==> src/rtl/spi_ctrl_pkg.sv <==
package spi_ctrl_pkg;

    localparam logic [1:0] A_CTRL = 2'd0;
    localparam logic [1:0] A_STAT = 2'd1;
    localparam logic [1:0] A_DATA = 2'd2;

    localparam int ST_DONE = 7;
    localparam int ST_WCOL = 6;
    localparam int ST_MODF = 4;

    typedef enum logic [1:0] {
        SH_IDLE  = 2'd0,
        SH_LEAD  = 2'd1,
        SH_TRAIL = 2'd2
    } shift_state_t;

    // half of the SCK period, in system clocks, for each rate code
    function automatic logic [6:0] half_period(input logic [2:0] code);
        logic [6:0] h;
        unique case (code)
            3'd0: h = 7'd1;
            3'd1: h = 7'd2;
            3'd2: h = 7'd8;
            3'd3: h = 7'd16;
            3'd4: h = 7'd4;
            3'd5: h = 7'd8;
            3'd6: h = 7'd32;
            3'd7: h = 7'd64;
            default: h = 7'd1;
        endcase
        return h;
    endfunction

endpackage

==> src/rtl/spi_baud_gen.sv <==
module spi_baud_gen
    import spi_ctrl_pkg::*;
#(
    parameter int CNT_W = 7
) (
    input  logic       clk,
    input  logic       rst_n,
    input  logic       run,
    input  logic [2:0] rate_sel,
    output logic       tick
);

    logic [CNT_W-1:0] cnt_q;
    logic [CNT_W-1:0] limit;

    assign limit = CNT_W'(half_period(rate_sel) - 7'd1);
    assign tick  = run && (cnt_q == limit);

    always_ff @(posedge clk or negedge rst_n) begin
        if (!rst_n) begin
            cnt_q <= '0;
        end else if (!run || tick) begin
            cnt_q <= '0;
        end else begin
            cnt_q <= cnt_q + 1'b1;
        end
    end

endmodule

==> src/rtl/spi_shift_fsm.sv <==
module spi_shift_fsm
    import spi_ctrl_pkg::*;
#(
    parameter int DW = 8
) (
    input  logic          clk,
    input  logic          rst_n,
    input  logic          start,
    input  logic [DW-1:0] tx_data,
    input  logic          abort,
    input  logic          tick,
    input  logic          miso_i,
    output logic          busy,
    output logic          sck_o,
    output logic          mosi_o,
    output logic          done,
    output logic [DW-1:0] rx_data
);

    localparam int BC_W = $clog2(DW);

    shift_state_t  state_q, state_d;
    logic [DW-1:0] shreg_q;
    logic [DW-1:0] rx_q;
    logic [BC_W-1:0] bit_cnt_q;
    logic          miso_smp_q;
    logic          last_bit;

    assign last_bit = (bit_cnt_q == BC_W'(DW - 1));

    // next state and done pulse
    always_comb begin
        state_d = state_q;
        done    = 1'b0;
        unique case (state_q)
            SH_IDLE: begin
                if (start) state_d = SH_LEAD;
            end
            SH_LEAD: begin
                if (abort)     state_d = SH_IDLE;
                else if (tick) state_d = SH_TRAIL;
            end
            SH_TRAIL: begin
                if (abort) begin
                    state_d = SH_IDLE;
                end else if (tick) begin
                    if (last_bit) begin
                        state_d = SH_IDLE;
                        done    = 1'b1;
                    end else begin
                        state_d = SH_LEAD;
                    end
                end
            end
            default: state_d = SH_IDLE;
        endcase
    end

    // state register
    always_ff @(posedge clk or negedge rst_n) begin
        if (!rst_n) state_q <= SH_IDLE;
        else        state_q <= state_d;
    end

    // datapath
    always_ff @(posedge clk or negedge rst_n) begin
        if (!rst_n) begin
            shreg_q    <= '0;
            rx_q       <= '0;
            bit_cnt_q  <= '0;
            miso_smp_q <= 1'b0;
        end else begin
            unique case (state_q)
                SH_IDLE: begin
                    if (start) begin
                        shreg_q   <= tx_data;
                        bit_cnt_q <= '0;
                    end
                end
                SH_LEAD: begin
                    if (tick && !abort) miso_smp_q <= miso_i;
                end
                SH_TRAIL: begin
                    if (tick && !abort) begin
                        shreg_q   <= {shreg_q[DW-2:0], miso_smp_q};
                        bit_cnt_q <= bit_cnt_q + 1'b1;
                        if (last_bit) rx_q <= {shreg_q[DW-2:0], miso_smp_q};
                    end
                end
                default: ;
            endcase
        end
    end

    // outputs
    always_comb begin
        busy    = (state_q != SH_IDLE);
        sck_o   = (state_q == SH_TRAIL);
        mosi_o  = shreg_q[DW-1];
        rx_data = rx_q;
    end

endmodule

==> src/rtl/spi_flag_unit.sv <==
module spi_flag_unit (
    input  logic clk,
    input  logic rst_n,
    input  logic done,
    input  logic wcol_evt,
    input  logic modf_evt,
    input  logic stat_rd,
    input  logic data_acc,
    input  logic ctrl_wr,
    output logic done_flag,
    output logic wcol_flag,
    output logic modf_flag,
    output logic arm_done
);

    logic arm_wcol_q, arm_modf_q, arm_done_q;

    assign arm_done = arm_done_q;

    always_ff @(posedge clk or negedge rst_n) begin
        if (!rst_n) begin
            done_flag  <= 1'b0;
            wcol_flag  <= 1'b0;
            modf_flag  <= 1'b0;
            arm_done_q <= 1'b0;
            arm_wcol_q <= 1'b0;
            arm_modf_q <= 1'b0;
        end else begin
            // transfer done: set wins over the armed clear
            if (done)                         done_flag <= 1'b1;
            else if (data_acc && arm_done_q)  done_flag <= 1'b0;

            if (wcol_evt)                     wcol_flag <= 1'b1;
            else if (data_acc && arm_wcol_q)  wcol_flag <= 1'b0;

            if (modf_evt)                     modf_flag <= 1'b1;
            else if (ctrl_wr && arm_modf_q)   modf_flag <= 1'b0;

            // arming only happens for flags already set at the status read
            if (data_acc)                     arm_done_q <= 1'b0;
            else if (stat_rd && done_flag)    arm_done_q <= 1'b1;

            if (data_acc)                     arm_wcol_q <= 1'b0;
            else if (stat_rd && wcol_flag)    arm_wcol_q <= 1'b1;

            if (ctrl_wr)                      arm_modf_q <= 1'b0;
            else if (stat_rd && modf_flag)    arm_modf_q <= 1'b1;
        end
    end

endmodule

==> src/rtl/spi_ctrl_top.sv <==
module spi_ctrl_top
    import spi_ctrl_pkg::*;
#(
    parameter int DW    = 8,
    parameter int CNT_W = 7
) (
    input  logic          clk,
    input  logic          rst_n,
    input  logic [1:0]    reg_addr,
    input  logic          reg_rd,
    input  logic          reg_wr,
    input  logic [DW-1:0] reg_wdata,
    output logic [DW-1:0] reg_rdata,
    input  logic          ss_n_i,
    input  logic          miso_i,
    output logic          sck_o,
    output logic          sck_oe,
    output logic          mosi_o,
    output logic          mosi_oe
);

    logic       ctrl_en, ctrl_master;
    logic [2:0] ctrl_rate;
    logic       sh_busy, sh_done, tick;
    logic       done_flag, wcol_flag, modf_flag, arm_done;
    logic [DW-1:0] rx_data;

    logic ctrl_wr, stat_rd, data_wr, data_acc;
    logic modf_evt, start, wcol_evt;

    assign ctrl_wr  = reg_wr && (reg_addr == A_CTRL);
    assign stat_rd  = reg_rd && (reg_addr == A_STAT);
    assign data_wr  = reg_wr && (reg_addr == A_DATA);
    assign data_acc = (reg_rd || reg_wr) && (reg_addr == A_DATA);
    assign modf_evt = ctrl_master && !ss_n_i;
    assign start    = data_wr && ctrl_en && ctrl_master && !sh_busy && !modf_evt;
    assign wcol_evt = data_wr && sh_busy;

    always_ff @(posedge clk or negedge rst_n) begin
        if (!rst_n) begin
            ctrl_en     <= 1'b0;
            ctrl_master <= 1'b0;
            ctrl_rate   <= 3'd0;
        end else begin
            if (ctrl_wr) begin
                ctrl_en     <= reg_wdata[0];
                ctrl_master <= reg_wdata[1];
                ctrl_rate   <= reg_wdata[4:2];
            end
            if (modf_evt) begin
                ctrl_en     <= 1'b0;
                ctrl_master <= 1'b0;
            end
        end
    end

    spi_baud_gen #(.CNT_W(CNT_W)) u_baud (
        .clk      (clk),
        .rst_n    (rst_n),
        .run      (sh_busy),
        .rate_sel (ctrl_rate),
        .tick     (tick)
    );

    spi_shift_fsm #(.DW(DW)) u_shift (
        .clk     (clk),
        .rst_n   (rst_n),
        .start   (start),
        .tx_data (reg_wdata),
        .abort   (modf_evt),
        .tick    (tick),
        .miso_i  (miso_i),
        .busy    (sh_busy),
        .sck_o   (sck_o),
        .mosi_o  (mosi_o),
        .done    (sh_done),
        .rx_data (rx_data)
    );

    spi_flag_unit u_flags (
        .clk       (clk),
        .rst_n     (rst_n),
        .done      (sh_done),
        .wcol_evt  (wcol_evt),
        .modf_evt  (modf_evt),
        .stat_rd   (stat_rd),
        .data_acc  (data_acc),
        .ctrl_wr   (ctrl_wr),
        .done_flag (done_flag),
        .wcol_flag (wcol_flag),
        .modf_flag (modf_flag),
        .arm_done  (arm_done)
    );

    assign sck_oe  = ctrl_en && ctrl_master;
    assign mosi_oe = ctrl_en && ctrl_master;

    always_comb begin
        reg_rdata = '0;
        unique case (reg_addr)
            A_CTRL: reg_rdata = DW'({ctrl_rate, ctrl_master, ctrl_en});
            A_STAT: begin
                reg_rdata[ST_DONE] = done_flag;
                reg_rdata[ST_WCOL] = wcol_flag;
                reg_rdata[ST_MODF] = modf_flag;
            end
            A_DATA: reg_rdata = rx_data;
            default: reg_rdata = '0;
        endcase
    end

endmodule

==> config.mk <==
export PLATFORM = sky130hd
export DESIGN_NAME = spi_ctrl_top
export DESIGN_NICKNAME = d
export VERILOG_FILES = /design/src/rtl/spi_ctrl_pkg.sv /design/src/rtl/spi_baud_gen.sv /design/src/rtl/spi_shift_fsm.sv /design/src/rtl/spi_flag_unit.sv /design/src/rtl/spi_ctrl_top.sv
export SDC_FILE = /design/constraint.sdc
export NUM_CORES = 1
export LEC_CHECK = 0
export ABC_CLOCK_PERIOD_IN_PS = 4600
export BUFFER_PORTS_ARGS = -buffer_cell sky130_fd_sc_hd__buf_4
export CAP_MARGIN = 20
export CORE_UTILIZATION = 62
export CTS_CLUSTER_DIAMETER = 50
export DETAILED_ROUTE_END_ITERATION = 12
export HOLD_SLACK_MARGIN = 0.08
export PLACE_DENSITY = 0.85
export SLEW_MARGIN = 25
export SYNTH_ARGS = -nofsm -noshare
export SYNTH_HDL_FRONTEND = slang
export SYNTH_SLANG_ARGS = --single-unit
==> constraint.sdc <==
create_clock -name clk -period 4.6 [get_ports clk]
set_input_delay 0.92 -clock clk [delete_from_list [all_inputs] [get_ports clk]]
set_output_delay 0.92 -clock clk [all_outputs]
set_load 0.01 [all_outputs]
* Word-level counts from Yosys, hierarchy flattened
Memories as Yosys holds them, arrays and structs flattened.
Index checks and enable logic that the tools add are counted.
** Cells by class
- $add $sub $neg :: 3
- Equal/unequal tests :: 10
- Multiplexer cells :: 38
- Reductions and logical operators :: 39
** Operators with widths (number)
- 1-bit two-way mux :: 22
- 1-bit logical AND :: 19
- 2-bit nonzero test :: 9
- 8-bit two-way mux :: 2
- 8-bit case mux with 2 select lines :: 1
- 2-bit two-way mux :: 5
- 3-bit AND reduction :: 3
- 4-bit case mux with 2 select lines :: 1
- 7-bit by 1-bit adder with 7-bit output, second input constant :: 1
- 7-bit == test :: 1
- 7-bit two-way mux :: 1
- 7-bit by 1-bit subtractor with 7-bit output, second input constant :: 1
- 3-bit two-way mux :: 2
- 2-bit case mux with 3 select lines :: 1
- 3-bit case mux with 2 select lines :: 1
- 2-bit by 1-bit == test with 1-bit output, second input constant :: 2
- 2-bit == test, second input constant :: 2
- 2-bit logical NOT :: 2
- 2-bit case mux with 2 select lines :: 1
- 3-bit by 1-bit adder with 3-bit output, second input constant :: 1
- 3-bit == test, second input constant :: 1
- 1-bit logical NOT :: 3
- 3-bit by 1-bit != test with 1-bit output, second input constant :: 1
- 3-bit by 2-bit != test with 1-bit output, second input constant :: 1
- 5 further kinds :: 6
** Storage, ports and cells
- Flip-flop bits (word level) :: 40
- ROM bits :: 56
- Input port bits :: 16
- Output and inout bits :: 12
- Logic and storage cells :: 106
- Memories :: 1
** Memory list
- (name not given) :: words 8, width 7, rd ports 1, clocked after memory_dff 0, wr ports 0, line spi_ctrl_pkg.sv:20 : unique case (code)

* Depth between registers and ports, before layout
Gate-level depths: netlist of the first run.
- Word-level depth :: 8
- Gate-level depth with buffers :: 11
- Mapped depth without buffers :: 9

* Modules after synthesis
Synthesis of the first run repeated with hierarchy kept, for this count alone.
** Unflattened totals
- Cells, all modules :: 190
- Area total of the unflattened synthesis :: 2224.6 µm²
** Modules (own cells, without submodules)
- spi_shift_fsm :: instances 1, cells each 73, area an instance 1037.2 µm², sequential area each 550.5 µm²
- spi_baud_gen :: instances 1, cells each 52, area an instance 513.0 µm², sequential area each 175.2 µm²
- spi_ctrl_top :: instances 1, cells each 47, area an instance 464.2 µm², sequential area each 125.1 µm²
- spi_flag_unit :: instances 1, cells each 18, area an instance 210.2 µm², sequential area each 150.1 µm²

* Least setup slack after synthesis of the first run
Ideal clock, no wire load.
- Path type :: register to register
- Start :: register ctrl_rate[0]
- End :: register u_shift.rx_q[0], in the netlist u_shift.rx_data[0]
- Library setup time :: 0.125 ns
- Arrival time :: 2.726 ns
- Required time :: 4.475 ns
- Setup slack :: 1.748 ns
- Cell stages (with the launch flop) :: 11
- Path buffers :: 2
- Period minus slack after synthesis :: 2.852 ns
- Cell sequence :: dfrtp_1 buf_6 or3_4 ha_1 and4b_2 a21oi_1 xor2_1 o2111ai_1 or4_4 buf_6 mux2_4
** On the way
- Cells in the longest elaborated chain, start to end :: 6
** RTL lines
- from (decl) :: line spi_ctrl_top.sv:23 : logic [2:0] ctrl_rate;
- from (signal assigned) :: line spi_ctrl_top.sv:48 : ctrl_rate <= reg_wdata[4:2];
- memory read 8 x 7 bit
- 7-bit by 1-bit subtractor with 7-bit output :: line spi_baud_gen.sv:16 : assign limit = CNT_W'(half_period(rate_sel) - 7'd1);
- 7-bit == test :: line spi_baud_gen.sv:17 : assign tick = run && (cnt_q == limit);
- 1-bit logical AND :: line spi_baud_gen.sv:17
- 1-bit logical AND :: line spi_shift_fsm.sv:84 : if (tick && !abort) begin
- 3-bit AND reduction (no line)
- to (signal assigned) :: line spi_shift_fsm.sv:87 : if (last_bit) rx_q <= {shreg_q[DW-2:0], miso_smp_q};
- to (decl) :: line spi_shift_fsm.sv:24 : logic [DW-1:0] rx_q;
No other way between the ends.
A chain may end at the register's enable or synchronous reset.

* Final worst setup path of the first run
- Start :: register ctrl_rate[2]
- End :: register u_shift.rx_q[2], in the netlist u_shift.rx_data[2]
The elaborated chain is that of the path after synthesis.

==> results of run 1 <==
flip-flops by register name, summed over array words and instances (netlist names):
signal / count
ctrl_en: 1
ctrl_master: 1
ctrl_rate: 3
u_baud.cnt_q: 7
u_flags.arm_done: 1
u_flags.arm_modf_q: 1
u_flags.arm_wcol_q: 1
u_flags.done_flag: 1
u_flags.modf_flag: 1
u_flags.wcol_flag: 1
u_shift.bit_cnt_q: 3
u_shift.miso_smp_q: 1
u_shift.rx_data: 8
u_shift.shreg_q: 8
u_shift.state_q: 2
final cells by class:
class	count	area [sq um]
multi-input combinational	138	1100
tap	46	57.6
inverter	10	37.5
fill	235	867
sequential	40	1000
timing repair buffer	27	203
clock buffer	7	65.1
clock inverter	1	30.0
routing by layer:
layer / GRT usage (%) / vias to the layer above / routed length, um
met2: 42.2 / 43 / 2140
li1: - / 747 / -
met4: 8.89 / 0 / 84
met5: 0 / - / 0
met3: 7.14 / 6 / 208
met1: 31.5 / 742 / 1880
per-stage QoR:
step                cells  instance area (sq um)  worst slack (ps)  util (%)  hold WS (ps)
floorplan             198                   2210              1750         -           447
CTS                   269                   2500              1550      74.2           502
finish                269                   2500              1540      74.2           500
detailed placement    261                   2400              1550      71.4           484
global placement      261                   2400              1680      71.4           473
global route          269                   2500              1410      74.2           524
worst paths after layout:
| kind | from | end | slack, ps |
|---|---|---|---|
| setup / recovery | ctrl_rate[2] | u_shift.rx_data[2] | 1540 |
| hold / removal | u_baud.cnt_q[0] | u_baud.cnt_q[0] | 500 |
| setup reg to reg | ctrl_rate[2] | u_shift.rx_data[2] | 1540 |
| hold reg to reg | u_baud.cnt_q[0] | u_baud.cnt_q[0] | 500 |
| max in group asynchronous | rst_n | u_baud.cnt_q[5] | 3730 |
| min in group asynchronous | rst_n | u_flags.arm_done | 510 |
cell usage after synthesis, types with 2 or more instances:
cell type  instances  area [sq um]
dfrtp_1           40          1000
mux2_2            23           259
nor2_1            17          63.8
nand2_1           12          45.0
inv_1             10          37.5
ha_1               8           100
mux2_4             8           120
nand3_1            7          35.0
nor2b_1            6          37.5
o21ai_0            6          30.0
xor2_1             6          52.6
a21oi_1            5          25.0
a31oi_1            4          25.0
clkbuf_1           4          15.0
xnor2_1            4          35.0
a22o_1             3          26.3
and2_1             3          18.8
buf_4              3          22.5
a21o_1             2          15.0
a22oi_1            2          15.0
buf_6              2          22.5
mux2i_1            2          20.0
nor3_1             2          10.0
cells by family (layout without fill, tap and decap cells):
kind of cell	count (synthesis)	count (layout)	synth area share, %
AND/OR/NAND/NOR	55	55	12.6
flip-flops	40	40	45.4
multiplexers	33	33	18.1
AO/OA/AOI/OAI	32	32	10.8
buffers and inverters	20	45	4.65
XOR/XNOR	10	10	3.97
adder cells (fa/ha/maj)	8	8	4.54
power by group:
| part | switching (mW) | internal [mW] | leakage (nW) | total [mW] |
|---|---|---|---|---|
| clock | 0.116 | 0.144 | 0.0515 | 0.260 |
| combinational | 0.0798 | 0.0793 | 0.615 | 0.159 |
| sequential | 0.0426 | 0.390 | 0.541 | 0.433 |
==> reports/qor.txt, run 1 <==
Initial antenna violation count = 0
Total CTS buffers = 5
Leakage Power = 1.21 nW
Synthesis-to-layout area growth = 13.2%
Root Buffer = clkbuf_4
Hold depth = 1
Async S/R FF share, synth = 100%
Slew headroom = 45.2%
Min Tclk post-route = 3060 ps
Power Dens Cells = 341 nW/um^2
Clk buf depth = 2
Starting density of the core = 65.6%
Die Y-Extent = 61.6 um
CP delay by family, top = simple AND/OR/NAND/NOR gates
Fin crit share = 66.6%
ANT cells = 0
Outcome = finished, final reports clean
Port Buffers = 27
Synth cell types = 42
WL final = 4320 um
CTS Sinks = 40
Arrival time at the worst endpoint = 3310 ps
EDFF count, synth = 0
Yosys reg bits = 40
RSZ-0062 raised after global routing = no
Syn Inst Count = 198
TNS Setup = 0 ps
CORE AREA = 3360 sq um
Max_cap viols = 0
DRT Pass-1 Iters = 4
DR vias = 1538
First-pass GRT wire length = 6730 um
Number of global-route vias before repair = 1455
Hold Fails Final Rpt = 0
Setup Fix Bufs, Post-CTS = 0
Largest net degree at the start of global routing = 41
CP Buf/Inv Count = 0
Tightest Hold Check Type = flip-flop to flip-flop
Final Wtd Congestion = 0.791
CP Class = flip-flop to flip-flop
Die ar. = 3800 sq um
Hold_buf cts = 0
Seq/Total Area, Yosys = 45.4%
Reg2Reg Depth = 8
DRC viols = 0
Crit Path Max Fanout = 12
Clock slew at reported path FFs = 110 ps
Die Span X = 61.6 um
Initial DRC count = 81
Total gr overflow = 0
Worst VDD drop = 0.000202 V
Avg Inst Size Synth = 11.1 sq um
Total GRT Usage = 25.3%
CTS tree = built
Final Skew = 9.34 ps
Commonest non-fill, non-tap cells in the layout = 40 x dfrtp_1, 27 x buf_4, 23 x mux2_2
Crit path max-delay cell type = or4_4
# nets final = 246
Ys Warns = 0
Net Count, Synth = 222
Final slew viol count = 0
Total Power = 852 uW
Clock latency on the worst-skew pair = 360 ps
Num ports = 28
H-tree depth = 2
Wire per inst = 16.1 um
Antenna-violating nets left = 0
Crit path required time = 4850 ps
Post_cts resized = 0
Commonest non-fill, non-tap cell in the layout = dfrtp_1
Avg Vias per Cell = 5.72
Worst setup EP type = flip-flop
Path length in cells of the critical path = 8
Worst-Margin Slew = 820 ps
Endpoints failing setup = 0
Crit-path cells = or3_4 -> ha_1 -> and4b_2 -> a21oi_1 -> xor2_1 -> o2111ai_1 -> or4_4 -> mux2_4
Placement Rows = 21
Dpl hpwl = 3240 um
CP startpoint kind = flip-flop
Max incr delay on CP = 670 ps
Share of layout cells above drive strength 1 = 33.2%
F_max = 327 MHz
Mapped Area = 2210 sq um
Ys flop type = dfrtp_1
Power figures use the tool's default switching activity.
==> run 2, diff against run 1 <==
- ABC_AREA: unset -> 1
- ABC_CLOCK_PERIOD_IN_PS: 4600 -> 2840
- CORE_UTILIZATION: 62 -> 58
- PLACE_DENSITY: 0.85 -> 0.79
- clock period: 4.6 -> 2.84 ns (I/O delays scaled with it)
==> run 2 against run 1 <==
Clock skew shrank 2.9 ps. Sequential power grew 89%. Total power grew 110%. Global-route usage grew 2.0 points. Largest power group unchanged. Hold slack lost 250 ps. Fmax grew 27%. Via count grew 40%. Combinational power grew to 4.1 times the previous value. Critical path depth grew 6.
==> reports/qor.txt, run 2 <==
EDFF count, synth = 0 (unchanged)
Top cells by count, synth = 126 x nand2_1, 40 x dfrtp_1, 40 x inv_1
Reg2Reg Depth = 14 (+6)
Hold_buf cts = 0 (unchanged)
Clk buf depth = 2 (unchanged)
Ys flop type = dfrtp_1
DRC viols = 0 (unchanged)
Seq/Total Area, Yosys = 42.1% (-3.3 points)
Most frequent cell after synthesis = nand2_1
Crit path required time = 3070 ps (-1780 ps)
CTS Sinks = 40 (unchanged)
Largest area contributor in the netlist = dfrtp_1
Placement Rows = 22 (+4.8%)
Fin crit share = 84.6% (+18 points)
Layout Cells excl Fill = 413 (+54%)
Total GRT Usage = 27.4% (+2.0 points)
Crit Path Max Fanout = 12 (unchanged)
CORE AREA = 3800 sq um (+13%)
Root Buffer = clkbuf_8
Max incr delay on CP = 510 ps (-160 ps)
CTS tree = built
Hold Fails Final Rpt = 0 (unchanged)
# nets final = 389 (+58%)
Crit-path cells = nor2_2 -> nand2_1 -> ha_1 -> inv_1 -> nand2_1 -> nand2_1 -> nand2_1 -> nand2_1 -> nand3_2 -> nor2_4 -> nand3_2 -> nand2_2 -> nand2_1 -> nand2_1
Fin area = 2700 sq um (+8.0%)
CP Buf/Inv Count = 1 (+1)
Outcome = finished, final reports clean
Setup Fix Bufs, Post-CTS = 0 (unchanged)
Antenna-violating nets left = 0 (unchanged)
Worst setup EP type = flip-flop
Final Skew = 6.42 ps (-2.92 ps)
RSZ-0062 raised after global routing = no
Dpl hpwl = 3950 um (+22%)
Post_cts resized = 0 (unchanged)
Worst VDD drop = 0.000542 V (+170%)
Max_cap viols = 0 (unchanged)
Mapped Area = 2380 sq um (+7.9%)
DR vias = 2159 (+40%)
Arrival time at the worst endpoint = 2630 ps (-680 ps)
Avg Inst Size Synth = 7.06 sq um (-37%)
H-tree depth = 2 (unchanged)
Power Dens Cells = 676 nW/um^2 (+98%)
Final Util = 71.0% (-3.2 points)
Ranking of synthesized cells by area = dfrtp_1 42%, nand2_1 20%, nand3_1 7.4%
Synthesis-to-layout area growth = 13.3%
Num ports = 28 (unchanged)
Ys Warns = 0 (unchanged)
Syn Inst Count = 337 (+70%)
Slew headroom = 60.8% (+16 points)
Share of layout cells above drive strength 1 = 14.0% (-19 points)
Worst-Margin Slew = 586 ps (-234 ps)
Async S/R FF share, synth = 100% (unchanged)
Register-to-register setup slack = 440 ps (-1100 ps)
Endpoints failing setup = 0 (unchanged)
DRT Pass-1 Iters = 4 (unchanged)
Total gr overflow = 0 (unchanged)
Final slew viol count = 0 (unchanged)
Largest net degree at the start of global routing = 41 (unchanged)
Min Tclk post-route = 2400 ps (-659 ps)
CP Class = flip-flop to flip-flop
Die Y-Extent = 66.1 um (+7.2%)
Yosys reg bits = 40 (unchanged)
Number of global-route vias before repair = 1942 (+33%)
Commonest non-fill, non-tap cells in the layout = 126 x nand2_1, 40 x inv_1, 40 x dfrtp_1
CP startpoint kind = flip-flop
WL final = 5230 um (+21%)
Synth cell types = 24 (-43%)
F_max = 416 MHz (+27%)
Die ar. = 4360 sq um (+15%)
Commonest non-fill, non-tap cell in the layout = nand2_1
Worst r2r src = ctrl_rate[2]
Wire per inst = 12.7 um (-21%)
Starting density of the core = 62.6% (-2.9 points)
Final Wtd Congestion = 0.837 (+5.9%)
Net Count, Synth = 361 (+63%)
CP delay by family, top = simple AND/OR/NAND/NOR gates
Crit path top cell by count = nand2_1
Avg Vias per Cell = 5.23 (-8.6%)
Synth top area share = 42.1% (-3.3 points)
Tightest Hold Check Type = input pin to asynchronous set/reset pin
Initial antenna violation count = 0 (unchanged)
ANT cells = 0 (unchanged)
Clock slew at reported path FFs = 70 ps (-40 ps)
FF-to-FF End = u_shift.shreg_q[0]
Crit path max-delay cell type = dfrtp_1
Initial DRC count = 216 (+170%)
First-pass GRT wire length = 8890 um (+32%)
Post-DP Area = 2620 sq um (+8.9%)
Clock latency on the worst-skew pair = 290 ps (-70 ps)
Number of cells after detailed placement = 406 (+56%)
Fill cell count = 319 (+36%)
TNS Setup = 0 ps (unchanged)
Hold WS = 248 ps (-252 ps)
Total CTS buffers = 5 (unchanged)
Leakage Power = 1.52 nW (+26%)
Die Span X = 66.1 um (+7.2%)
Port Buffers = 27 (unchanged)
[run 2: power breakdown]
part | internal [mW] | switching, mW | leakage [nW] | total, mW
Combinational | 0.242 | 0.405 | 0.952 | 0.648
Clock | 0.166 | 0.191 | 0.0400 | 0.357
Sequential | 0.691 | 0.127 | 0.530 | 0.817
[run 2: layout make-up]
class	count	area [sq um]	share of cell area, %
multi-input cells	245	1170	43.3
flip-flops and latches	40	1000	37.1
clock buffers	5	68.8	2.55
inverters	43	161	5.99
repair buffers	30	225	8.35
clock inverters	2	12.5	0.464
well taps	48	60.1	2.23
[run 2: kinds of logic after synthesis]
kind of cell | share of synthesized area [%]
buf+inv | 8.89
compound gates | 5.52
xor+xnor | 1.10
fa+ha+maj | 4.21
simple gates | 38.2
flops | 42.1
[run 2: metrics by stage]
| step | power, mW | setup WS (ps) |
|---|---|---|
| finish | 1.82 | 437 |
| CTS | 1.83 | 466 |
| detailed placement | 1.47 | 488 |
| floorplan | 1.26 | 888 |
| global route | 1.97 | 194 |
| global placement | 1.45 | 533 |
[run 2: worst max path at each step]
stage	from	end	slack (ps)	cells past startpoint
3_3_place_gp	ctrl_rate[2]	u_shift.bit_cnt_q[2]	530	14
5_1_grt	ctrl_rate[2]	u_shift.shreg_q[7]	190	14
4_1_cts	ctrl_rate[2]	u_shift.shreg_q[7]	470	14
6_report	ctrl_rate[2]	u_shift.shreg_q[0]	440	14
2_1_floorplan	reg_addr[0]	reg_rdata[4]	890	6
3_5_place_dp	ctrl_rate[2]	u_shift.shreg_q[0]	490	12
[run 2: worst reg2reg max path, cell delays in order (launching register included)]
cell and delay, ps:
dfrtp_1 510, nor2_2 160, nand2_1 90, ha_1 280, inv_1 100, nand2_1 70, nand2_1 70, nand2_1 50
nand2_1 90, nand3_2 90, nor2_4 170, nand3_2 250, nand2_2 280, nand2_1 90, nand2_1 60
[run 2: per-layer routing]
| layer | wire length, um | global-route usage [%] |
|---|---|---|
| met2 | 2260 | 40.8 |
| met5 | 0 | 0 |
| met4 | 75 | 7.71 |
| met1 | 2510 | 39.1 |
| met3 | 393 | 7.07 |
